==> config.mk <==
export PLATFORM = sky130hd
export DESIGN_NAME = dmardy_gen
export DESIGN_NICKNAME = d
export VERILOG_FILES = /design/src/rtl/dmardy_pkg.sv /design/src/rtl/dmardy_lvl_decode.sv /design/src/rtl/dmardy_tx_gen.sv /design/src/rtl/dmardy_rx_gen.sv /design/src/rtl/dmardy_gen.sv
export SDC_FILE = /design/constraint.sdc
export NUM_CORES = 1
export LEC_CHECK = 0
export CORE_MARGIN = 1.5
export CORE_UTILIZATION = 41
export DETAILED_ROUTE_END_ITERATION = 10
export PLACE_DENSITY = 0.78
export SLEW_MARGIN = 30
export SYNTH_ARGS = -nofsm -noshare
export SYNTH_HDL_FRONTEND = slang
export SYNTH_HIERARCHICAL = 1
export SYNTH_SLANG_ARGS = --single-unit
export TNS_END_PERCENT = 20
==> constraint.sdc <==
create_clock -name clk -period 1.9 [get_ports clk]
set_input_delay 0.38 -clock clk [delete_from_list [all_inputs] [get_ports clk]]
set_output_delay 0.38 -clock clk [all_outputs]
set_load 0.01 [all_outputs]
==> src/rtl/dmardy_pkg.sv <==
package dmardy_pkg;

  typedef enum logic {
    DMA_SINGLE = 1'b0,
    DMA_BLOCK  = 1'b1
  } dma_style_e;

  // transmit threshold: the FIFO has drained to this many characters
  function automatic int unsigned tx_level(input logic [1:0] sel, input int unsigned depth);
    case (sel)
      2'd0:    return depth / 8;
      2'd1:    return depth / 4;
      2'd2:    return depth / 2;
      default: return (depth * 7) / 8;
    endcase
  endfunction

  // receive threshold: the FIFO has filled to this many characters
  function automatic int unsigned rx_level(input logic [1:0] sel, input int unsigned depth);
    case (sel)
      2'd0:    return depth / 8;
      2'd1:    return depth / 4;
      2'd2:    return (depth * 7) / 8;
      default: return depth - 4;
    endcase
  endfunction

endpackage

==> src/rtl/dmardy_lvl_decode.sv <==
module dmardy_lvl_decode #(
  parameter int unsigned DEPTH = 64,
  parameter bit          IS_RX = 1'b0,
  localparam int unsigned CNT_W = $clog2(DEPTH + 1)
) (
  input  logic [1:0]       sel,
  output logic [CNT_W-1:0] level
);
  generate
    if (IS_RX) begin : g_rx
      always_comb level = CNT_W'(dmardy_pkg::rx_level(sel, DEPTH));
    end else begin : g_tx
      always_comb level = CNT_W'(dmardy_pkg::tx_level(sel, DEPTH));
    end
  endgenerate
endmodule

==> src/rtl/dmardy_tx_gen.sv <==
module dmardy_tx_gen #(
  parameter int unsigned DEPTH = 64,
  localparam int unsigned CNT_W = $clog2(DEPTH + 1)
) (
  input  logic                   clk,
  input  logic                   rst,
  input  dmardy_pkg::dma_style_e style,
  input  logic [CNT_W-1:0]       count,
  input  logic [CNT_W-1:0]       level,
  output logic                   rdy_n
);
  import dmardy_pkg::*;
  localparam logic [CNT_W-1:0] FULL = CNT_W'(DEPTH);

  always_ff @(posedge clk) begin
    if (rst) begin
      rdy_n <= 1'b0;
    end else if (style == DMA_SINGLE) begin
      rdy_n <= (count != '0);
    end else if (count >= FULL) begin
      rdy_n <= 1'b1;
    end else if (count <= level) begin
      rdy_n <= 1'b0;
    end
  end

  AST_TX_RESET: assert property (@(posedge clk) rst |=> !rdy_n);
  AST_TX_SINGLE_EMPTY: assert property (@(posedge clk) disable iff (rst)
    (style == DMA_SINGLE && count == '0) |=> !rdy_n);
  AST_TX_SINGLE_BUSY: assert property (@(posedge clk) disable iff (rst)
    (style == DMA_SINGLE && count != '0) |=> rdy_n);
  AST_TX_FULL: assert property (@(posedge clk) disable iff (rst)
    (style == DMA_BLOCK && count == FULL) |=> rdy_n);
  AST_TX_DRAINED: assert property (@(posedge clk) disable iff (rst)
    (style == DMA_BLOCK && count <= level) |=> !rdy_n);
  AST_TX_HOLD: assert property (@(posedge clk) disable iff (rst)
    (style == DMA_BLOCK && count > level && count < FULL) |=> $stable(rdy_n));
endmodule

==> src/rtl/dmardy_rx_gen.sv <==
module dmardy_rx_gen #(
  parameter int unsigned DEPTH = 64,
  localparam int unsigned CNT_W = $clog2(DEPTH + 1)
) (
  input  logic                   clk,
  input  logic                   rst,
  input  dmardy_pkg::dma_style_e style,
  input  logic [CNT_W-1:0]       count,
  input  logic [CNT_W-1:0]       level,
  input  logic                   timeout,
  output logic                   rdy_n
);
  import dmardy_pkg::*;

  always_ff @(posedge clk) begin
    if (rst) begin
      rdy_n <= 1'b1;
    end else if (style == DMA_SINGLE) begin
      rdy_n <= (count == '0);
    end else if (count == '0) begin
      rdy_n <= 1'b1;
    end else if (count >= level || timeout) begin
      rdy_n <= 1'b0;
    end
  end

  AST_RX_RESET: assert property (@(posedge clk) rst |=> rdy_n);
  AST_RX_SINGLE_DATA: assert property (@(posedge clk) disable iff (rst)
    (style == DMA_SINGLE && count != '0) |=> !rdy_n);
  AST_RX_EMPTY: assert property (@(posedge clk) disable iff (rst)
    (count == '0) |=> rdy_n);
  AST_RX_TRIGGER: assert property (@(posedge clk) disable iff (rst)
    (style == DMA_BLOCK && count >= level && count != '0) |=> !rdy_n);
  AST_RX_TIMEOUT: assert property (@(posedge clk) disable iff (rst)
    (style == DMA_BLOCK && timeout && count != '0) |=> !rdy_n);
  AST_RX_HOLD: assert property (@(posedge clk) disable iff (rst)
    (style == DMA_BLOCK && !timeout && count != '0 && count < level) |=> $stable(rdy_n));
endmodule

==> src/rtl/dmardy_gen.sv <==
module dmardy_gen #(
  parameter int unsigned DEPTH = 64,
  localparam int unsigned CNT_W = $clog2(DEPTH + 1)
) (
  input  logic             clk,
  input  logic             rst,
  input  logic             fifo_on,
  input  logic             blk_sel,
  input  logic [CNT_W-1:0] tx_cnt,
  input  logic [CNT_W-1:0] rx_cnt,
  input  logic [1:0]       tx_lvl_sel,
  input  logic [1:0]       rx_lvl_sel,
  input  logic             rx_tmo,
  output logic             tx_rdy_n,
  output logic             rx_rdy_n
);
  import dmardy_pkg::*;

  dma_style_e       style;
  logic [CNT_W-1:0] tx_level;
  logic [CNT_W-1:0] rx_level;

  // block style needs the FIFOs; a lone holding register always signals per character
  always_comb style = (fifo_on && blk_sel) ? DMA_BLOCK : DMA_SINGLE;

  dmardy_lvl_decode #(.DEPTH(DEPTH), .IS_RX(1'b0)) i_tx_lvl (
    .sel(tx_lvl_sel), .level(tx_level));
  dmardy_lvl_decode #(.DEPTH(DEPTH), .IS_RX(1'b1)) i_rx_lvl (
    .sel(rx_lvl_sel), .level(rx_level));

  dmardy_tx_gen #(.DEPTH(DEPTH)) i_tx (
    .clk(clk), .rst(rst), .style(style), .count(tx_cnt),
    .level(tx_level), .rdy_n(tx_rdy_n));

  dmardy_rx_gen #(.DEPTH(DEPTH)) i_rx (
    .clk(clk), .rst(rst), .style(style), .count(rx_cnt),
    .level(rx_level), .timeout(rx_tmo), .rdy_n(rx_rdy_n));

  AST_NO_BLOCK_WITHOUT_FIFO: assert property (@(posedge clk) disable iff (rst)
    (!fifo_on && tx_cnt == '0) |=> !tx_rdy_n);
endmodule

==> run_results.csv, run 1 <==
group,metric,value,unit
cts,clock-sinks,2,
place,portBuffers,24,
timing,tns,0,ps
timing,rsz0062_at_grt,"no",
timing,period_minus_slack,1740,ps
timing,clock_skew,0,ps
die,core,1330,um2
outcome,outcome,"completed",
logic_synthesis,syn_inst,82,
cts,cts_buffers,3,
cts,root_buffer,"clkbuf_4",
worst_setup_path,crit_path_end_kind,"register",
die,die_w,41.1,um
finish,syn_to_final_growth,41.5,%
detailed_routing,top_layer,"met4",
finish,drive_gt1_share,6.60,%
die,start_util,44.6,%
detailed_routing,ant_nets,0,
global_routing,grt_max_degree,5,
place,place_inst,118,
worst_setup_path,worstSetupPathType,"in2reg",
finish,diodes,0,
worst_setup_path,cp_max_fo,3,
finish,final_common_cell,"clkdlybuf4s50_1",
worst_setup_path,cp_slowest_cell,"dlygate4sd2_1",
die,die_h,41.1,um
worst_setup_path,r2r-start,"i_rx/rdy_n$_SDFFE_PP1P_",
global_routing,grt_pass1_wl,1790,um
logic_synthesis,ys_types,24,
global_routing,antenna_found_initial,0,
timing,setup_viol,0,
detailed_routing,dr.pass1.iters,4,
global_routing,grt_usage,16.0,%
detailed_routing,viasPerCell,4.85,
place,gp_congestion,0.706,
logic_synthesis,netlist.area_leader.share,35.8,%
worst_setup_path,required,2000,ps
flow_run,cap_violations,0,
logic_synthesis,ys_seq_area_share,6.74,%
finish,final_net_count,148,
detailed_routing,drtIter0Drc,4,
worst_setup_path,critPathArrivalTime,1850,ps
logic_synthesis,yosys_register_bits,2,
logic_synthesis,synth_warnings,6,
timing,period_share,91.8,%
detailed_routing,route.detailed.drc,0,
worst_setup_path,rrSetupSlack,1030,ps
finish,most-common-layout-cells,"clkdlybuf4s50_1, inv_1, ha_1",
worst_setup_path,ff2ff_path_depth,4,
cts,clock_path_buffers,2,
pwr,p_leak,0.000406,uW
worst_setup_path,setup.worst_path.start,"tx_lvl_sel[0]",
worst_setup_path,crit_path_start_kind,"primary input",
timing,finalHoldViolCount,0,
logic_synthesis,yosys-top-cells-area,"ha_1, inv_1, buf_4, dfxtp_1, a21oi_1",
pwr,power_density,339,nW/um2
detailed_routing,route.met3.wl,67,um
detailed_routing,detail_route.wirelength,1160,um
worst_hold_path,hold_depth,4,
finish,finalNonFillerCells,121,
cts,clk_latency,230,ps
worst_setup_path,crit_chain,"dlygate4sd2_1 > ha_1 > or2_1 > inv_1 > ha_1 > a211oi_2 > nor2_1 > nor3_1 > o22ai_1",
global_routing,globalRouteOverflowTotal,0,
worst_setup_path,crit_path_end,"i_tx/rdy_n$_SDFFE_PP0P_",
worst_setup_path,worst_path_most_repeated_cell,"ha_1",
die,ioPinCount,25,
worst_setup_path,cp_slowest_stage_delay,260,ps
cts,cts_tree,"built",
detailed_routing,drt-met1-wl,513,um
logic_synthesis,synth.cell_area,594,um2
worst_setup_path,r2r-end,"i_rx/rdy_n$_SDFFE_PP1P_",
cts,cts_max_level,1,
detailed_routing,dr_wl_met2,570,um
cts,clk_pin_slew,30,ps
timing,drv_slew,0,
global_routing,grt_pass1_vias,483,
timing,max_freq,573,MHz
detailed_routing,vias,587,
logic_synthesis,avgSynthCellArea,7.25,um2
logic_synthesis,yosysTopAreaCell,"ha_1",
detailed_routing,routedWlPerCell,9.59,um
worst_hold_path,hp-class,"reg2reg",
die,design.die.area,1690,um2
place,place_hpwl,980,um
die,rows,13,
pwr,peakVddDrop,132,uV
pwr,finalPower,285,uW
==> flip-flops by register name, indices dropped and copies added (netlist names) <==
register	count
i_tx/rdy_n	1
i_rx/rdy_n	1
==> metal layers <==
layer  track usage [%]  up-vias
li1                  -      312
met4              5.00        0
met2              28.5       18
met1              18.8      255
met5                 0        -
met3              3.26        2
==> power breakdown <==
group,internal (uW),switching (uW),total (uW)
registers,45.5,1.26,46.7
logic,83.3,59.9,143
clock network,69.7,25.7,95.4
==> worst max-delay path, delay by kind of cell <==
family	cells	cell delay (ps)
AO/OA/AOI/OAI	2	290
adder cells (fa/ha/maj)	2	450
buffers and inverters	2	320
AND/OR/NAND/NOR	3	420
==> cells by family after synthesis <==
logic type,share of synthesized area [%]
buffers and inverters,20.2
adder cells (fa/ha/maj),35.8
AO/OA/AOI/OAI,10.7
other,1.26
AND/OR/NAND/NOR,25.3
flip-flops,6.74
==> cell usage after synthesis (all sizes together) <==
library cell,instances
a211oi,1
a21oi,6
and2,2
and4bb,1
buf,7
clkbuf,1
conb,2
dfxtp,2
ha,17
inv,17
nand2,1
nand2b,2
nand3,3
nand3b,1
nand4,1
nor2,3
nor3,2
nor4,4
o21ai,4
o22ai,1
or2,3
or4,1
==> area by class of cell <==
cell class,count,area (um2)
fillers,122,493
inverters,17,63.8
repair buffers,24,238
multi-input cells,60,458
flip-flops and latches,2,40.0
well taps,15,18.8
clock buffers,3,22.5
==> how the worst min path moves through the flow <==
stage	from	to	slack [ps]
after floorplan	rst	i_rx/rdy_n$_SDFFE_PP1P_	490
after global placement	i_rx/rdy_n$_SDFFE_PP1P_	i_rx/rdy_n$_SDFFE_PP1P_	590
after detailed placement	i_rx/rdy_n$_SDFFE_PP1P_	i_rx/rdy_n$_SDFFE_PP1P_	590
after CTS	i_rx/rdy_n$_SDFFE_PP1P_	i_rx/rdy_n$_SDFFE_PP1P_	600
after global routing	i_rx/rdy_n$_SDFFE_PP1P_	i_rx/rdy_n$_SDFFE_PP1P_	650
final	i_rx/rdy_n$_SDFFE_PP1P_	i_rx/rdy_n$_SDFFE_PP1P_	590
==> what timing repair did <==
item / CTS / global route
hold buffers: 0 / 0
resized for setup: 4 / 0
hold endpoints to repair: 0 / 0
buffers inserted: 0 / 0
setup endpoints to repair: 1 / 0
==> through the flow <==
stage	setup WS (ps)	util [%]	area, um2	hold WS, ps
global route	69.6	63.0	841	650
finish	156	63.0	841	594
global placement	-273	61.2	816	586
detailed placement	-320	61.2	816	591
floorplan	280	-	613	490
CTS	187	63.0	841	597
Power figures use the tool's default switching activity.
==> run 2, diff against run 1 <==
--- a/config.mk
+++ b/config.mk
@@ -5,13 +5,12 @@
 export SDC_FILE = /design/constraint.sdc
 export NUM_CORES = 1
 export LEC_CHECK = 0
-export CORE_MARGIN = 1.5
-export CORE_UTILIZATION = 41
+export CORE_AREA = 2 2 39 41
 export DETAILED_ROUTE_END_ITERATION = 10
-export PLACE_DENSITY = 0.78
+export DIE_AREA = 0 0 41 43
+export PLACE_DENSITY = 0.59
 export SLEW_MARGIN = 30
 export SYNTH_ARGS = -nofsm -noshare
 export SYNTH_HDL_FRONTEND = slang
-export SYNTH_HIERARCHICAL = 1
 export SYNTH_SLANG_ARGS = --single-unit
-export TNS_END_PERCENT = 20
+export TNS_END_PERCENT = 100
==> run 2 against run 1 <==
Global-route usage shrank 4.8 points. Synthesized area shrank 47%. Cell count shrank 29%. Critical endpoint is now i_tx.rdy_n$_SDFFE_PP0P_.
==> run_results.csv, run 2 <==
group,metric,value,unit
global_routing,grt_pass1_vias,425,
timing,drv_slew,0,
logic_synthesis,avgSynthCellArea,7.48,um2
detailed_routing,dr.pass1.iters,4,
finish,drive_gt1_share,5.71,%
worst_hold_path,hold_path_startpoint,"i_rx.rdy_n$_SDFFE_PP1P_",
global_routing,grt_pass1_wl,1410,um
outcome,outcome,"completed",
logic_synthesis,yosys-top-cells-count,"ha_1, nor2_1, inv_1",
finish,final_common_cell,"clkdlybuf4s50_1",
timing,finalHoldViolCount,0,
detailed_routing,detail_route.wirelength,823,um
place,pre_cts_slack,-121,ps
cts,hold_buffers,0,
timing,fin_ws,135,ps
place,gp_congestion,0.698,
global_routing,globalRouteOverflowTotal,0,
pwr,p_leak,0.000273,uW
finish,syn_to_final_growth,92.4,%
cts,root_buffer,"clkbuf_4",
global_routing,antenna_found_initial,0,
finish,top_regs,"i_rx.rdy_n (1), i_tx.rdy_n (1)",
detailed_routing,ant_nets,0,
cts,postCtsSetupBuffers,0,
worst_setup_path,required,1990,ps
cts,cts_buffers,3,
place,portBuffers,24,
logic_synthesis,async_flop_share,0,%
worst_setup_path,setup.worst_path.start,"tx_lvl_sel[0]",
global_routing,grt_max_degree,5,
logic_synthesis,yosys_register_bits,2,
worst_setup_path,crit_path_end_kind,"register",
detailed_routing,route.detailed.drc,0,
die,die_w,41,um
global_routing,grt_usage,11.2,%
die,ioPinCount,25,
timing,setup_viol,0,
logic_synthesis,yosysMostFrequentCell,"ha_1",
worst_setup_path,crit_path_start_kind,"primary input",
flow_run,cap_violations,0,
worst_setup_path,critPathArrivalTime,1850,ps
detailed_routing,vias,409,
worst_setup_path,cp_max_fo,2,
timing,clock_skew,0,ps
worst_hold_path,holdPathEnd,"i_rx.rdy_n$_SDFFE_PP1P_",
logic_synthesis,synth_warnings,0,
die,start_util,22.7,%
cts,clock-sinks,2,
die,core,1380,um2
worst_setup_path,r2r-end,"i_tx.rdy_n$_SDFFE_PP0P_",
worst_setup_path,ff2ff_path_depth,4,
timing,rsz0062_at_grt,"no",
logic_synthesis,netlist.area_leader.share,35.9,%
worst_hold_path,hp-class,"reg2reg",
logic_synthesis,yosys-top-cells-area,"ha_1, dfxtp_1, nor2_1, nand4b_1, a21oi_1",
place,place_hpwl,747,um
detailed_routing,drtIter0Drc,3,
pwr,finalPower,239,uW
worst_setup_path,rrSetupSlack,1130,ps
timing,slew_headroom,80.2,%
cts,clk_latency,220,ps
logic_synthesis,synth_flop_cell,"dfxtp_1",
logic_synthesis,synth.cell_area,314,um2
worst_setup_path,worstSetupPathType,"in2reg",
worst_hold_path,hold_depth,2,
pwr,power_density,396,nW/um2
finish,most-common-layout-cells,"clkdlybuf4s50_1, ha_1, nor2_1",
die,design.die.area,1760,um2
detailed_routing,routedWlPerCell,9.57,um
finish,diodes,0,
timing,period_share,92.9,%
worst_setup_path,r2r-start,"i_tx.rdy_n$_SDFFE_PP0P_",
logic_synthesis,syn_inst,42,
finish,final_net_count,104,
cts,cts_tree,"built",
logic_synthesis,synth_nets,74,
detailed_routing,viasPerCell,4.76,
logic_synthesis,ys_seq_area_share,12.7,%
timing,period_minus_slack,1760,ps
cts,clk_pin_slew,30,ps
logic_synthesis,synth_edf_count,0,
logic_synthesis,yosysTopAreaCell,"ha_1",
die,die_h,43,um
cts,clock_path_buffers,2,
cts,cts_max_level,1,
die,rows,14,
timing,max_freq,567,MHz
timing,worstMarginPinSlew,295,ps
pwr,peakVddDrop,140,uV
logic_synthesis,ys_types,17,
## run 2: cell count changes in the layout (fill, tap and decap cells not counted), sizes merged, moves of 3 or more
cell / change
or2: -3
ha: -8
nor4: -3
inv: -13
nand3: -3
a21oi: -3
conb: -7
## run 2: cell families (layout without fill, tap and decap cells)
family                     Yosys count  after routing  synth area share, %
adders and majority gates            9              9                 35.9
buffers and inverters                4             32                 4.78
AOI/OAI and AO/OA                    9              9                 16.7
DFF                                  2              2                 12.7
and+or+nand+nor                     18             18                 29.9
## run 2: critical path, cell delays in order
cell	delay, ps
clkdlybuf4s50_1	480
inv_1	60
ha_1	190
nor2_1	90
ha_1	250
o21ai_1	140
a21oi_1	50
nor3_1	160
a211oi_1	60
## run 2: timing repair
action | 4_1_cts | 5_1_grt
setup endpoints to repair | 0 | 1
resized for setup | 0 | 1
endpoints found under the hold margin | 0 | 0
## run 2: area by class of cell
cell class / instances / area, um2
fillers: 160 / 779
multi-input cells: 36 / 259
repair buffers: 25 / 248
flip-flops and latches: 2 / 40.0
clock buffers: 3 / 22.5
well taps: 16 / 20.0
inverters: 4 / 15.0
## run 2: through the flow
stage | setup TNS (ps) | instances | hold WS (ps) | area (um2) | util (%)
floorplan | 0 | 42 | 458 | 314 | -
global placement | -98.1 | 83 | 531 | 582 | 42.0
detailed placement | -121 | 83 | 529 | 582 | 42.0
CTS | 0 | 86 | 529 | 604 | 43.7
global route | 0 | 86 | 598 | 604 | 43.7
finish | 0 | 86 | 526 | 604 | 43.7
## run 2: worst max path at each step
stage / endpoint / cells past startpoint
after floorplan: i_tx.rdy_n$_SDFFE_PP0P_ / 8
after global placement: i_tx.rdy_n$_SDFFE_PP0P_ / 9
after detailed placement: i_tx.rdy_n$_SDFFE_PP0P_ / 9
after CTS: i_tx.rdy_n$_SDFFE_PP0P_ / 9
after global routing: i_tx.rdy_n$_SDFFE_PP0P_ / 9
final: i_tx.rdy_n$_SDFFE_PP0P_ / 9
## run 2: power by group
part | switching, uW | internal (uW)
sequential | 1.46 | 45.3
clock | 22.0 | 69.6
combinational | 34.8 | 66.4
total | 58.2 | 181
## run 2: layer usage
metal,vias up,GRT usage [%],share of wire (%)
met3,0,2.62,10
met4,0,4.00,0
met1,183,10.2,40
met5,-,0,0
met2,17,21.6,50
li1,209,-,-
